### src/rtl/vagu_pkg.sv
package vagu_pkg;
  typedef enum logic [1:0] {
    AM_UNIT    = 2'd0,
    AM_ESTRIDE = 2'd1,
    AM_INDEXED = 2'd2
  } addr_mode_e;

  function automatic logic [1:0] trunc_code(input logic [1:0] op, input logic [1:0] dst);
    return (dst < op) ? dst : op;
  endfunction
endpackage

### src/rtl/vagu_mode_sel.sv
module vagu_mode_sel
  import vagu_pkg::*;
(
  input  logic       ra_vec,
  input  logic       stride_sel,
  input  logic       imm_nz,
  output addr_mode_e mode
);
  always_comb begin
    if (ra_vec)                  mode = AM_INDEXED;
    else if (stride_sel && imm_nz) mode = AM_ESTRIDE;
    else                         mode = AM_UNIT;
  end
endmodule

### src/rtl/vagu_seq.sv
module vagu_seq #(
  parameter  int MAXVL  = 64,
  localparam int ELEM_W = (MAXVL > 1) ? $clog2(MAXVL) : 1,
  localparam int VL_W   = $clog2(MAXVL + 1)
) (
  input  logic              clk,
  input  logic              rst,
  input  logic              start,
  input  logic [VL_W-1:0]   vl,
  input  logic              ready,
  output logic              accept,
  output logic              load,
  output logic [ELEM_W-1:0] cnt,
  output logic              out_valid,
  output logic [ELEM_W-1:0] out_elem,
  output logic              out_last,
  output logic              busy
);
  logic              active;
  logic [ELEM_W-1:0] last_idx;
  logic [VL_W-1:0]   vl_eff;
  logic              at_last;

  assign vl_eff  = (vl > VL_W'(MAXVL)) ? VL_W'(MAXVL) : vl;
  assign busy    = active | out_valid;
  assign accept  = start & ~busy;
  assign load    = active & (~out_valid | ready);
  assign at_last = (cnt == last_idx);

  always_ff @(posedge clk) begin
    if (rst) begin
      active    <= 1'b0;
      cnt       <= '0;
      last_idx  <= '0;
      out_valid <= 1'b0;
      out_elem  <= '0;
      out_last  <= 1'b0;
    end else begin
      if (accept) begin
        active   <= (vl_eff != '0);
        cnt      <= '0;
        last_idx <= ELEM_W'(vl_eff - VL_W'(1));
      end
      if (load) begin
        out_valid <= 1'b1;
        out_elem  <= cnt;
        out_last  <= at_last;
        cnt       <= cnt + ELEM_W'(1);
        if (at_last) active <= 1'b0;
      end else if (ready) begin
        out_valid <= 1'b0;
      end
    end
  end
endmodule

### src/rtl/vagu_addr_calc.sv
module vagu_addr_calc
  import vagu_pkg::*;
#(
  parameter int ADDR_W = 64,
  parameter int ELEM_W = 6
) (
  input  logic              clk,
  input  logic              rst,
  input  logic              load,
  input  addr_mode_e        mode,
  input  logic [ADDR_W-1:0] base,
  input  logic [ADDR_W-1:0] imm_ext,
  input  logic [1:0]        op_width,
  input  logic [1:0]        trunc,
  input  logic [ELEM_W-1:0] elem,
  input  logic [ADDR_W-1:0] idx_val,
  output logic [ADDR_W-1:0] out_addr,
  output logic [1:0]        out_mode,
  output logic [1:0]        out_size,
  output logic [1:0]        out_trunc
);
  logic [ADDR_W-1:0] elem_ext;
  logic [ADDR_W-1:0] offset;

  assign elem_ext = ADDR_W'(elem);

  always_comb begin
    case (mode)
      AM_INDEXED: offset = idx_val;
      AM_ESTRIDE: offset = imm_ext * elem_ext;
      default:    offset = imm_ext + (elem_ext << op_width);
    endcase
  end

  always_ff @(posedge clk) begin
    if (rst) begin
      out_addr  <= '0;
      out_mode  <= '0;
      out_size  <= '0;
      out_trunc <= '0;
    end else if (load) begin
      out_addr  <= base + offset;
      out_mode  <= mode;
      out_size  <= op_width;
      out_trunc <= trunc;
    end
  end
endmodule

### src/rtl/vec_ldst_agu.sv
module vec_ldst_agu
  import vagu_pkg::*;
#(
  parameter  int ADDR_W = 64,
  parameter  int IMM_W  = 16,
  parameter  int MAXVL  = 64,
  localparam int ELEM_W = (MAXVL > 1) ? $clog2(MAXVL) : 1,
  localparam int VL_W   = $clog2(MAXVL + 1)
) (
  input  logic              clk,
  input  logic              rst,
  input  logic              start,
  input  logic              ra_vec,
  input  logic              stride_sel,
  input  logic [IMM_W-1:0]  imm,
  input  logic [ADDR_W-1:0] base,
  input  logic [1:0]        op_width,
  input  logic [1:0]        dst_ew,
  input  logic [VL_W-1:0]   vl,
  output logic [ELEM_W-1:0] idx_elem,
  input  logic [ADDR_W-1:0] idx_val,
  input  logic              ready,
  output logic              out_valid,
  output logic [ADDR_W-1:0] out_addr,
  output logic [1:0]        out_mode,
  output logic [1:0]        out_size,
  output logic [1:0]        out_trunc,
  output logic [ELEM_W-1:0] out_elem,
  output logic              out_last,
  output logic              busy
);
  addr_mode_e        mode_in, mode_l;
  logic [ADDR_W-1:0] base_l, imm_l;
  logic [1:0]        op_l, trunc_l;
  logic              accept, load;
  logic [ELEM_W-1:0] cnt;

  vagu_mode_sel u_mode (
    .ra_vec     (ra_vec),
    .stride_sel (stride_sel),
    .imm_nz     (imm != '0),
    .mode       (mode_in)
  );

  vagu_seq #(.MAXVL(MAXVL)) u_seq (
    .clk       (clk),
    .rst       (rst),
    .start     (start),
    .vl        (vl),
    .ready     (ready),
    .accept    (accept),
    .load      (load),
    .cnt       (cnt),
    .out_valid (out_valid),
    .out_elem  (out_elem),
    .out_last  (out_last),
    .busy      (busy)
  );

  always_ff @(posedge clk) begin
    if (rst) begin
      mode_l  <= AM_UNIT;
      base_l  <= '0;
      imm_l   <= '0;
      op_l    <= '0;
      trunc_l <= '0;
    end else if (accept) begin
      mode_l  <= mode_in;
      base_l  <= base;
      imm_l   <= ADDR_W'($signed(imm));
      op_l    <= op_width;
      trunc_l <= trunc_code(op_width, dst_ew);
    end
  end

  assign idx_elem = cnt;

  vagu_addr_calc #(.ADDR_W(ADDR_W), .ELEM_W(ELEM_W)) u_calc (
    .clk       (clk),
    .rst       (rst),
    .load      (load),
    .mode      (mode_l),
    .base      (base_l),
    .imm_ext   (imm_l),
    .op_width  (op_l),
    .trunc     (trunc_l),
    .elem      (cnt),
    .idx_val   (idx_val),
    .out_addr  (out_addr),
    .out_mode  (out_mode),
    .out_size  (out_size),
    .out_trunc (out_trunc)
  );
endmodule

### config.mk
export PLATFORM = sky130hd
export DESIGN_NAME = vec_ldst_agu
export DESIGN_NICKNAME = d
export VERILOG_FILES = /design/src/rtl/vagu_pkg.sv /design/src/rtl/vagu_mode_sel.sv /design/src/rtl/vagu_seq.sv /design/src/rtl/vagu_addr_calc.sv /design/src/rtl/vec_ldst_agu.sv
export SDC_FILE = /design/constraint.sdc
export NUM_CORES = 1
export LEC_CHECK = 0
export BUFFER_PORTS_ARGS = -buffer_cell sky130_fd_sc_hd__buf_2
export CAP_MARGIN = 10
export CORE_MARGIN = 2
export CORE_UTILIZATION = 63
export CTS_BUF_LIST = sky130_fd_sc_hd__clkbuf_4 sky130_fd_sc_hd__clkbuf_8 sky130_fd_sc_hd__clkbuf_16
export DETAILED_ROUTE_END_ITERATION = 10
export PLACE_DENSITY_LB_ADDON = 0.05
export SLEW_MARGIN = 0
export SYNTH_ARGS = -nofsm -noshare
export SYNTH_HDL_FRONTEND = slang
export SYNTH_SLANG_ARGS = --single-unit
### constraint.sdc
create_clock -name clk -period 11.6 [get_ports clk]
set_input_delay 1.16 -clock clk [delete_from_list [all_inputs] [get_ports clk]]
set_output_delay 1.16 -clock clk [all_outputs]
set_load 0.1 [all_outputs]
==> out/qor.yml <==
h-tree-depth: 4
post-cts-setup-buffer-count: 0
grt-ovfl-total: 0
maxCapViolCount: 0
grt_max_degree: 96
cp-end-kind: "flop"
finalCritPeriodShare_pct: 79.8
clock-skew-final_ps: 19.5
ys.flop_type: "dfxtp_1"
synth_edf_count: 0
final_core_utilization_pct: 72.2
drc: 0
rows: 56
async_reset_ff_share_pct: 0
firstDrtPassIters: 8
grt_antenna_before_repair: 2
path_delay_family: "compound AO/OA/AOI/OAI gates"
critPathKind: "reg2reg"
num_vias: 14900
crit_fanout: 25
critPathBufInv: 2
slew_violations: 0
grt.total_usage_pct: 36.9
clock_latency_ps: 450
cts_buffers: 17
setup_tns_ps: 0
layout_min_cycle_time_ps: 9260
cp_common_cell: "fa_1"
syn_avg_cell_area_sq_um: 7.65
ant_nets: 0
io_buffers: 245
leakagePower_nw: 8.29
first_global_vias: 14400
grt_setup_unrepaired: "false"
finalHoldViolCount: 0
die_h_microns: 159
clk_path_buf_depth: 2
power.total_mw: 2.06
initialDrtViolationCount: 1540
seq_area_sq_mm: 0.00354
via_per_inst: 6.03
p_per_area_mw_per_mm2: 121
synth_cells: 1980
die_w_microns: 159
tightest_slew_ps: 1190
multi_input_area_sq_mm: 0.0107
io_pins: 246
yosysWarnings: 0
initial_core_util_pct: 64.3
wl_per_cell_microns: 18.9
globalplace.congestion: 1.04
ys_seq_area_share_pct: 23.4
syn_area_sq_mm: 0.0151
synthDistinctLibCells: 69
drt-total-wl_microns: 46700
synth-seq-cells: 177
syn_to_final_growth_pct: 12.3
root_buffer: "clkbuf_16"
fin_ws_ps: 2340
dp_hpwl_microns: 35200
arrival_ps: 9580
fillers: 1962
grt_pass1_wl_microns: 75800
cts_hold_buf: 0
die-area_sq_mm: 0.0253
final_layout_size_suffix_gt1_share_pct: 14.4
cp.required_ps: 11920
outcome: "finished, final reports clean"
syn-num-nets: 2353
cts_sinks: 177
place_ws_ps: 2520
cts_tree: "done"
cpPeakStageDelay_ps: 870
nets: 2509
placed_area_sq_mm: 0.0164
clk_pin_slew_ps: 80
slowest_stage: "dfxtp_1"
design_area_sq_mm: 0.0170
worst_slew_margin_rel_pct: 20.3
cts_resized: 0
setup_viol: 0
core-area_sq_mm: 0.0235
fmax_ghz: 0.108
cp-start-kind: "flop"
vdd_drop_max_v: 0.000131
hp-class: "reg2reg"
==> metal layers <==
metal | GRT usage, % | vias up | wire length [microns]
met5 | 0 | - | 13
met4 | 10.5 | 2 | 1180
met3 | 6.75 | 77 | 4410
met2 | 59.8 | 724 | 21100
met1 | 50.5 | 7000 | 20000
li1 | - | 7088 | -
==> power by group <==
part / switching [mW] / internal (mW) / leakage (nW)
Combinational: 0.546 / 0.216 / 6.56
Sequential: 0.0468 / 0.657 / 1.45
Clock: 0.284 / 0.311 / 0.282
==> Yosys cell counts (9+ instances only) <==
master      n  area [sq um]
a211oi_1   23           173
a21o_1     56           420
a21oi_1   301          1510
a221oi_1   19           166
a22o_1     14           123
a31oi_1     9          56.3
and2_1     89           557
and3_1     13          81.3
buf_1      14          52.6
clkbuf_1  100           375
dfxtp_1   177          3540
fa_1       69          1380
ha_1      143          1790
inv_1     125           469
nand2_1   390          1460
nand3_1    21           105
nand4_1    18           113
nor2_1     76           285
nor2b_1    16           100
nor3_1     16          80.1
o21ai_0    56           280
o21bai_1   25           188
xnor2_1    73           639
xor2_1     28           245
==> final cells by class <==
type                    count  share of cell area (%)
repair buffers            254                    7.63
inverters                 125                    2.76
clock buffers              19                    2.59
well taps                 319                    2.35
diodes                      1                  0.0147
multi-input cells        1561                    62.9
clock inverters            13                   0.876
flip-flops and latches    177                    20.8
==> cell usage in the layout (no fill, tap or decap), drive strengths merged, types with 25 or more instances in the layout <==
cell type	instances
a21o	56
and2	89
fa	69
o21bai	25
xor2	28
dfxtp	177
buf	254
ha	143
xnor2	73
nand2	390
a21oi	303
o21ai	61
inv	132
nor2	76
a211oi	25
==> worst paths after layout <==
path | from | endpoint | slack, ps | depth (start not counted)
setup reg to reg | u_seq.cnt[2]$_SDFFE_PP0P_ | u_calc.out_addr[57]$_SDFFE_PP0P_ | 2340 | 30
hold reg to reg | u_calc.out_addr[38]$_SDFFE_PP0P_ | u_calc.out_addr[38]$_SDFFE_PP0P_ | 450 | 2
setup / recovery | u_seq.cnt[2]$_SDFFE_PP0P_ | u_calc.out_addr[57]$_SDFFE_PP0P_ | 2340 | 30
hold / removal | u_calc.out_addr[38]$_SDFFE_PP0P_ | u_calc.out_addr[38]$_SDFFE_PP0P_ | 450 | 2
==> stage by stage <==
stage                     hold slack (ps)  instances
after CTS                             454       2468
after detailed placement              444       2436
after global routing                  466       2469
final                                 453       2469
after global placement                437       2436
after floorplan                       432       1980
==> sequential cells by signal (all words and copies together), names as in the netlist <==
| register | flops |
|---|---|
| u_seq.active | 1 |
| u_seq.cnt | 6 |
| imm_l | 16 |
| u_seq.out_valid | 1 |
| u_seq.out_last | 1 |
| u_calc.out_trunc | 2 |
| base_l | 64 |
| u_seq.out_elem | 6 |
| u_calc.out_mode | 2 |
| mode_l | 2 |
| op_l | 2 |
| u_seq.last_idx | 6 |
| u_calc.out_addr | 64 |
| u_calc.out_size | 2 |
| trunc_l | 2 |
==> worst reg2reg max path, delay by kind of cell (launching register included) <==
family	cells	cell delay, ps
xor gates and xnor gates	1	160
buffers and inverters	2	100
DFF	1	870
AOI/OAI and AO/OA	15	4200
adders and majority gates	6	2690
and+or+nand+nor	6	1130
==> cell families after synthesis <==
kind of cell             after synthesis  share of synthesized area [%]
buffers and inverters                242                           6.02
AND/OR/NAND/NOR                      673                           20.0
flip-flops                           177                           23.4
multiplexers                           8                          0.545
XOR/XNOR                             102                           6.00
adder cells (fa/ha/maj)              212                           20.9
AO/OA/AOI/OAI                        566                           23.1
No activity file was read; power rests on OpenSTA's default activity.
